**src/rtl/aux_pwm_pkg.sv**
```systemverilog
package aux_pwm_pkg;
  localparam int ADDR_W = 3;

  typedef enum logic [ADDR_W-1:0] {
    ADDR_PER_A = 3'd0,
    ADDR_PER_B = 3'd1,
    ADDR_ON_A  = 3'd2,
    ADDR_ON_B  = 3'd3,
    ADDR_MODE  = 3'd4
  } reg_addr_e;

  localparam int NUM_CH = 2;
endpackage

```
**src/rtl/aux_pwm_regs.sv**
```systemverilog
module aux_pwm_regs
  import aux_pwm_pkg::*;
#(
  parameter int W        = 16,
  parameter int MODE_BIT = 8
) (
  input  logic              clk,
  input  logic              rst,
  input  logic              wr_en,
  input  logic [ADDR_W-1:0] wr_addr,
  input  logic [W-1:0]      wr_data,
  output logic [W-1:0]      per_a,
  output logic [W-1:0]      per_b,
  output logic [W-1:0]      on_a,
  output logic [W-1:0]      on_b,
  output logic              indep,
  output logic              restart
);
  logic hit_per_a, hit_per_b, hit_on_a, hit_on_b, hit_mode;

  always_comb begin
    hit_per_a = 1'b0;
    hit_per_b = 1'b0;
    hit_on_a  = 1'b0;
    hit_on_b  = 1'b0;
    hit_mode  = 1'b0;
    if (wr_en) begin
      case (wr_addr)
        ADDR_PER_A: hit_per_a = 1'b1;
        ADDR_PER_B: hit_per_b = 1'b1;
        ADDR_ON_A:  hit_on_a  = 1'b1;
        ADDR_ON_B:  hit_on_b  = 1'b1;
        ADDR_MODE:  hit_mode  = 1'b1;
        default: ;
      endcase
    end
  end

  always_ff @(posedge clk) begin
    if (rst) begin
      per_a   <= '1;
      per_b   <= '1;
      on_a    <= '0;
      on_b    <= '0;
      indep   <= 1'b0;
      restart <= 1'b0;
    end else begin
      if (hit_per_a) per_a <= wr_data;
      if (hit_per_b) per_b <= wr_data;
      if (hit_on_a)  on_a  <= wr_data;
      if (hit_on_b)  on_b  <= wr_data;
      if (hit_mode)  indep <= wr_data[MODE_BIT];
      restart <= hit_per_a | hit_per_b | hit_mode;
    end
  end

  p_reset_defaults_r7: assert property (@(posedge clk) disable iff (rst)
    $past(rst) |-> (per_a == '1 && per_b == '1 && on_a == '0 && on_b == '0 && !indep));

  p_mode_write_r6: assert property (@(posedge clk) disable iff (rst)
    (wr_en && wr_addr == ADDR_MODE) |=> (indep == $past(wr_data[MODE_BIT]) && restart));

  p_period_restart_r5: assert property (@(posedge clk) disable iff (rst)
    (wr_en && (wr_addr == ADDR_PER_A || wr_addr == ADDR_PER_B)) |=> restart);

  p_ignored_addr_r8: assert property (@(posedge clk) disable iff (rst)
    (wr_en && wr_addr > ADDR_MODE) |=> ($stable(per_a) && $stable(per_b) && $stable(on_a)
                                       && $stable(on_b) && $stable(indep) && !restart));
endmodule

```
**src/rtl/aux_pwm_prescale.sv**
```systemverilog
module aux_pwm_prescale (
  input  logic clk,
  input  logic rst,
  input  logic restart,
  output logic tick
);
  logic phase;

  always_ff @(posedge clk) begin
    if (rst || restart) phase <= 1'b0;
    else                phase <= ~phase;
  end

  assign tick = phase;

  p_tick_alternates_r1: assert property (@(posedge clk) disable iff (rst)
    (tick && !restart) |=> !tick);

  p_restart_phase_r5: assert property (@(posedge clk) disable iff (rst)
    restart |=> !tick);
endmodule

```
**src/rtl/aux_pwm_chan.sv**
```systemverilog
module aux_pwm_chan #(
  parameter int W = 16
) (
  input  logic         clk,
  input  logic         rst,
  input  logic         restart,
  input  logic         tick,
  input  logic [W-1:0] lim,
  input  logic [W-1:0] init_cnt,
  input  logic         init_quiet,
  input  logic [W-1:0] on_shadow,
  output logic         pwm
);
  logic [W-1:0] cnt;
  logic [W-1:0] on_eff;
  logic         wrap;

  assign wrap = tick && (cnt >= lim);

  always_ff @(posedge clk) begin
    if (rst) begin
      cnt    <= '0;
      on_eff <= '0;
      pwm    <= 1'b0;
    end else begin
      pwm <= (cnt < on_eff);
      if (restart) begin
        cnt    <= init_cnt;
        on_eff <= init_quiet ? '0 : on_shadow;
      end else if (tick) begin
        if (wrap) begin
          cnt    <= '0;
          on_eff <= on_shadow;
        end else begin
          cnt <= cnt + 1'b1;
        end
      end
    end
  end

  p_hold_between_ticks_r1: assert property (@(posedge clk) disable iff (rst)
    (!restart && !tick) |=> $stable(cnt));

  p_zero_duty_r2: assert property (@(posedge clk) disable iff (rst)
    (on_eff == '0) |=> !pwm);

  p_quiet_after_restart_r3: assert property (@(posedge clk) disable iff (rst)
    (restart && init_quiet) |=> ##1 !pwm);

  p_shadow_held_r4: assert property (@(posedge clk) disable iff (rst)
    (!restart && !wrap) |=> $stable(on_eff));

  p_restart_load_r5: assert property (@(posedge clk) disable iff (rst)
    restart |=> (cnt == $past(init_cnt)));
endmodule

```
**src/rtl/aux_pwm_pair.sv**
```systemverilog
module aux_pwm_pair
  import aux_pwm_pkg::*;
#(
  parameter int W        = 16,
  parameter int MODE_BIT = 8
) (
  input  logic              clk,
  input  logic              rst,
  input  logic              wr_en,
  input  logic [ADDR_W-1:0] wr_addr,
  input  logic [W-1:0]      wr_data,
  output logic              pwm_a,
  output logic              pwm_b
);
  logic [W-1:0] per_a, per_b, on_a, on_b;
  logic         indep, restart, tick;

  logic [W-1:0]      lim_v   [NUM_CH];
  logic [W-1:0]      init_v  [NUM_CH];
  logic [W-1:0]      on_v    [NUM_CH];
  logic              quiet_v [NUM_CH];
  logic [NUM_CH-1:0] pwm_v;

  aux_pwm_regs #(.W(W), .MODE_BIT(MODE_BIT)) u_regs (
    .clk(clk), .rst(rst), .wr_en(wr_en), .wr_addr(wr_addr), .wr_data(wr_data),
    .per_a(per_a), .per_b(per_b), .on_a(on_a), .on_b(on_b),
    .indep(indep), .restart(restart)
  );

  aux_pwm_prescale u_pre (
    .clk(clk), .rst(rst), .restart(restart), .tick(tick)
  );

  // Channel A always runs on its own period from zero.
  assign lim_v[0]   = per_a;
  assign init_v[0]  = '0;
  assign quiet_v[0] = 1'b0;
  assign on_v[0]    = on_a;

  // Channel B: own period, or A's period preloaded so its first wrap lags by PB+1 ticks.
  assign lim_v[1]   = indep ? per_b : per_a;
  assign init_v[1]  = indep ? '0 : (per_a - per_b);
  assign quiet_v[1] = ~indep;
  assign on_v[1]    = on_b;

  for (genvar c = 0; c < NUM_CH; c++) begin : g_ch
    aux_pwm_chan #(.W(W)) u_ch (
      .clk(clk), .rst(rst), .restart(restart), .tick(tick),
      .lim(lim_v[c]), .init_cnt(init_v[c]), .init_quiet(quiet_v[c]),
      .on_shadow(on_v[c]), .pwm(pwm_v[c])
    );
  end

  assign pwm_a = pwm_v[0];
  assign pwm_b = pwm_v[1];

  p_reset_outputs_low_r7: assert property (@(posedge clk) disable iff (rst)
    $past(rst) |-> (!pwm_a && !pwm_b));
endmodule

```
**config.mk**
```make
export PLATFORM = sky130hd
export DESIGN_NAME = aux_pwm_pair
export DESIGN_NICKNAME = d
export VERILOG_FILES = /design/src/rtl/aux_pwm_pkg.sv /design/src/rtl/aux_pwm_regs.sv /design/src/rtl/aux_pwm_prescale.sv /design/src/rtl/aux_pwm_chan.sv /design/src/rtl/aux_pwm_pair.sv
export SDC_FILE = /design/constraint.sdc
export NUM_CORES = 1
export LEC_CHECK = 0
export BUFFER_PORTS_ARGS = -buffer_cell sky130_fd_sc_hd__buf_2
export CAP_MARGIN = 20
export CORE_MARGIN = 3
export CORE_UTILIZATION = 63
export DETAILED_ROUTE_END_ITERATION = 8
export PLACE_DENSITY = 0.82
export SYNTH_ARGS = -nofsm -noshare
export SYNTH_HDL_FRONTEND = slang
export SYNTH_HIERARCHICAL = 1
export SYNTH_SLANG_ARGS = --single-unit
export TNS_END_PERCENT = 5
```
**constraint.sdc**
```tcl
create_clock -name clk -period 3.8 [get_ports clk]
set_input_delay 0.76 -clock clk [delete_from_list [all_inputs] [get_ports clk]]
set_output_delay 0.76 -clock clk [all_outputs]
set_load 0.05 [all_outputs]
```
== Word level (Yosys, flattened, before mapping) ==
Cells that the tools add are included.
Word-level totals
  register bits: 133
  output and inout port bits: 2
  logic and storage cells: 60
  bits of input ports: 22
Operators by class
  add/sub/neg operators: 3
  magnitude comparators: 4
  reduce and logical (&&, ||, !) cells: 10
  bitwise gates (word level): 3
  muxes and demuxes: 23
  eq/ne operators: 4
Operators by type and width (number)
  $mux 16: 13
  $add 16x1->16 const B: 2
  $ge 16x16->1: 2
  $lt 16x16->1: 2
  $sub 16x16->16: 1
  $mux 1: 10
  $eq 3x2->1 const B: 2
  $reduce_bool 2->1: 3
  $reduce_and 2->1: 2
  $eq 3x1->1 const B: 1
  $eq 3x3->1 const B: 1
  $logic_not 3->1: 1
  $logic_and 1x1->1: 2
  $or 1x1->1: 2
  $reduce_or 2->1: 1
  $logic_or 1x1->1: 1
  $not 1->1: 1

== Longest topological paths before layout ==
  depth after elaboration: 6
  depth in mapped cells: 12
  mapped depth without buffers: 10

== By module ==
Netlist, hierarchy kept.
Modules (own cells, without submodules)
  aux_pwm_regs: times used 1, seq. area each 1321.3 um2, cells each 254, area an instance 2630.0 um2
  aux_pwm_chan (g_ch[1].u_ch): times used 1, seq. area each 660.6 um2, cells each 284, area an instance 2487.4 um2
  aux_pwm_chan (g_ch[0].u_ch): times used 1, seq. area each 660.6 um2, cells each 273, area an instance 2374.8 um2
  aux_pwm_pair: times used 1, seq. area each 0.0 um2, cells each 156, area an instance 1093.5 um2
  aux_pwm_prescale: times used 1, seq. area each 20.0 um2, cells each 2, area an instance 30.0 um2

== Worst setup path after synthesis ==
No wires, ideal clock.
  path kind: register to register
  from: register u_regs.indep
  to: register g_ch[1].u_ch.cnt[14]
  period minus slack after synthesis: 2644 ps
  data required time: 3726 ps
  cell stages (with the launch flop): 11
  arrival time: 2570 ps
  path slack: 1156 ps
  library setup time: 74 ps
  buffers on the path: 3
  cell sequence: dfxtp_1 > clkbuf_1 > clkbuf_1 > o21ai_0 > ha_1 > nand2b_4 > a2111o_1 > a31oi_4 > nand4_2 > buf_6 > o22ai_2
RTL lines
  start, declared: RTL line aux_pwm_regs.sv:16  | output logic indep,
  start signal, assigned: RTL line aux_pwm_regs.sv:52  | if (hit_mode) indep <= wr_data[MODE_BIT];
  end signal, assigned: RTL line aux_pwm_chan.sv:28  | cnt <= init_cnt;
  end signal, assigned: RTL line aux_pwm_chan.sv:35  | cnt <= cnt + 1'b1;
  end, declared: RTL line aux_pwm_chan.sv:14  | logic [W-1:0] cnt;

==> metrics <==
outcome completed; GRT Residual Overflow 0; Worst VDD drop 363 uV; postcts setup bufs 0; hold_ws 0.471 ns; pin count of the biggest net entering global routing 80; vias in the first global route 6799; asr flop ratio synth 0%; Max Cap Violations 0; via count 7151; clock-pin slew on the worst setup and hold paths 0.06 ns; die area 15100 um^2; final clock skew 0.0111 ns; Top Ports 24; Via density 6.08; CTS Buffer Depth 2; Total GRT Usage 28.7%; synth warn 6; synth top area cells dfxtp_1, ha_1, mux2i_1; port bufs 23; Die H 123 um; unrepaired setup endpoints after global routing no; diode count 0; Worst path max stage delay 0.92 ns; Most used DFF post-synth dfxtp_1; CP max FO 26; # DRC 0; placed insts 1145; Max Freq 0.308 GHz; Non-Filler Instances 1177; Die Span X 123 um; WL/cell 18.0 um; Critical Path RT 4.13 ns; cell taking the most area after synthesis dfxtp_1; dpl hpwl 15000 um; DP Worst Slack 0.602 ns; Starting Density 64.8%; PwrDens 408 nW/um^2; initial DRC count 585; Worst slew margin 34.9%; Yosys reg bits 133; Cell variety after synth 80; post-CTS sizing 0; Nets 1091; first-pass GRT wire length 33900 um; CTS tree done; Tmin final 3.25 ns; DR pass1 iterations 5; Tightest Hold Check Type flop to flop; Mapped Cells 969; Row Count 42; crit path cell chain buf_4, mux2_2, inv_1, ha_1, nand2_1, o21ai_0, a21oi_2, nand4_2, o22ai_1; antenna violations before repair 0; Synth top cells by count dfxtp_1, inv_1, nor2_1, ha_1, mux2i_1; Final Setup Violations 0; cts hold-fix bufs 0; crit path kind flop to flop; Area Growth Syn to Fin 10.2%; area of the core 13300 um^2; synthesized area 8620 um^2; crit start category flop; Clock Latency Late Sink 0.42 ns; Least-Margin Pin Slew 0.975 ns; Worst EP arrival 3.57 ns; htree depth 4; Pleak 4.28 nW; Slew Limit Fails 0; clock root buffer master clkbuf_16; CTS sink count 133; register area share after synthesis 30.9%; GPL Wtd Cong 0.934; Final period util 85.4%; Synth Area per Inst 8.89 um^2; setup TNS 0 ns; Final ANT Viol Nets 0; Num CTS Buffers 17; final setup margin 0.553 ns; Fill cells 918; drt total wl 21100 um; area of placed instances 8840 um^2; final number of hold-violating endpoints 0; most numerous cell in the Yosys netlist dfxtp_1; number of flops mapped to enable cells by yosys 0; fraction of layout cells with a size suffix above 1 14.0%; crit end category flop; Crit-path slowest cell dfxtp_1; Synth top area share 30.9%; Finished Cell Area 9490 um^2
-- final cells by class --
type                    count  area, um^2  area share (%)
inverters                  90         338            3.56
clock buffers              19         433            4.56
flip-flops and latches    133        2660            28.1
well taps                 176         220            2.32
repair buffers             32         185            1.95
multi-input cells         714        5430            57.2
clock inverters            13         221            2.33
-- sequential cells by signal, summed over array words and instances (netlist names) --
signal and flops:
g_ch.u_ch/on_eff 32, u_regs/restart 1, u_regs/per_b 16, u_regs/on_b 16
u_regs/on_a 16, u_regs/per_a 16, u_pre/tick 1, g_ch.u_ch/cnt 32
g_ch.u_ch/pwm 2, u_regs/indep 1
-- kinds of logic (layout without fill, tap and decap cells) --
logic type	after synthesis	in the layout	share of synthesized area, %
buf+inv	139	154	6.97
other cells	1	18	0.0435
simple gates	303	303	18.8
compound gates	196	196	18.1
xor+xnor	29	29	2.95
flops	133	133	30.9
fa+ha+maj	81	81	11.9
mux	87	87	10.4
-- per-layer routing --
metal	wire length, um	vias to the layer above	track usage, %	part of all wire (%)
met4	508	0	10.4	2.4
li1	-	3447	-	-
met1	9160	3381	38.0	43
met5	0	-	0	0
met2	10100	281	47.1	48
met3	1350	42	4.94	6.4
-- cell usage in the layout (no fill, tap or decap), drive strengths merged, types with 5 or more instances in the layout --
cell type	instances
dfxtp	133
inv	94
nor2	88
ha	80
mux2i	68
a21oi	65
nand2b	54
nand2	48
o22ai	40
buf	32
nor3b	28
o21ai	24
nand3	22
mux2	19
clkbuf	19
conb	18
nand4	18
nor3	17
xor2	16
a22o	16
xnor2	13
a21o	12
nor2b	6
a211oi	6
bufinv	5
a31oi	5
-- power by group --
part / internal [mW] / switching (mW)
logic: 0.231 / 0.308
registers: 1.44 / 0.0672
clock network: 1.18 / 0.647
-- path summary, 6_finish.rpt --
kind,from,end,slack [ns],cells after the start
setup / recovery,u_regs/indep,g_ch[1].u_ch/cnt[0],0.55,9
hold / removal,u_regs/on_b[12],g_ch[1].u_ch/on_eff[12],0.47,2
setup reg to reg,u_regs/indep,g_ch[1].u_ch/cnt[0],0.55,9
hold reg to reg,u_regs/on_b[12],g_ch[1].u_ch/on_eff[12],0.47,2
-- critical path: cells and delay by family, from the launching register on --
kind / cells / cell delay, ns
AO/OA/AOI/OAI: 3 / 0.76
adder cells (fa/ha/maj): 1 / 0.22
buffers and inverters: 2 / 0.37
flip-flops: 1 / 0.92
multiplexers: 1 / 0.34
AND/OR/NAND/NOR: 2 / 0.56
-- through the flow --
step | util (%) | power, mW
6_report | 71.4 | 3.87
5_1_grt | 71.4 | 4.00
4_1_cts | 71.4 | 3.87
3_5_place_dp | 66.5 | 2.06
3_3_place_gp | 66.5 | 2.05
2_1_floorplan | - | 1.93
Note: power is estimated with default switching activity, not from simulation.
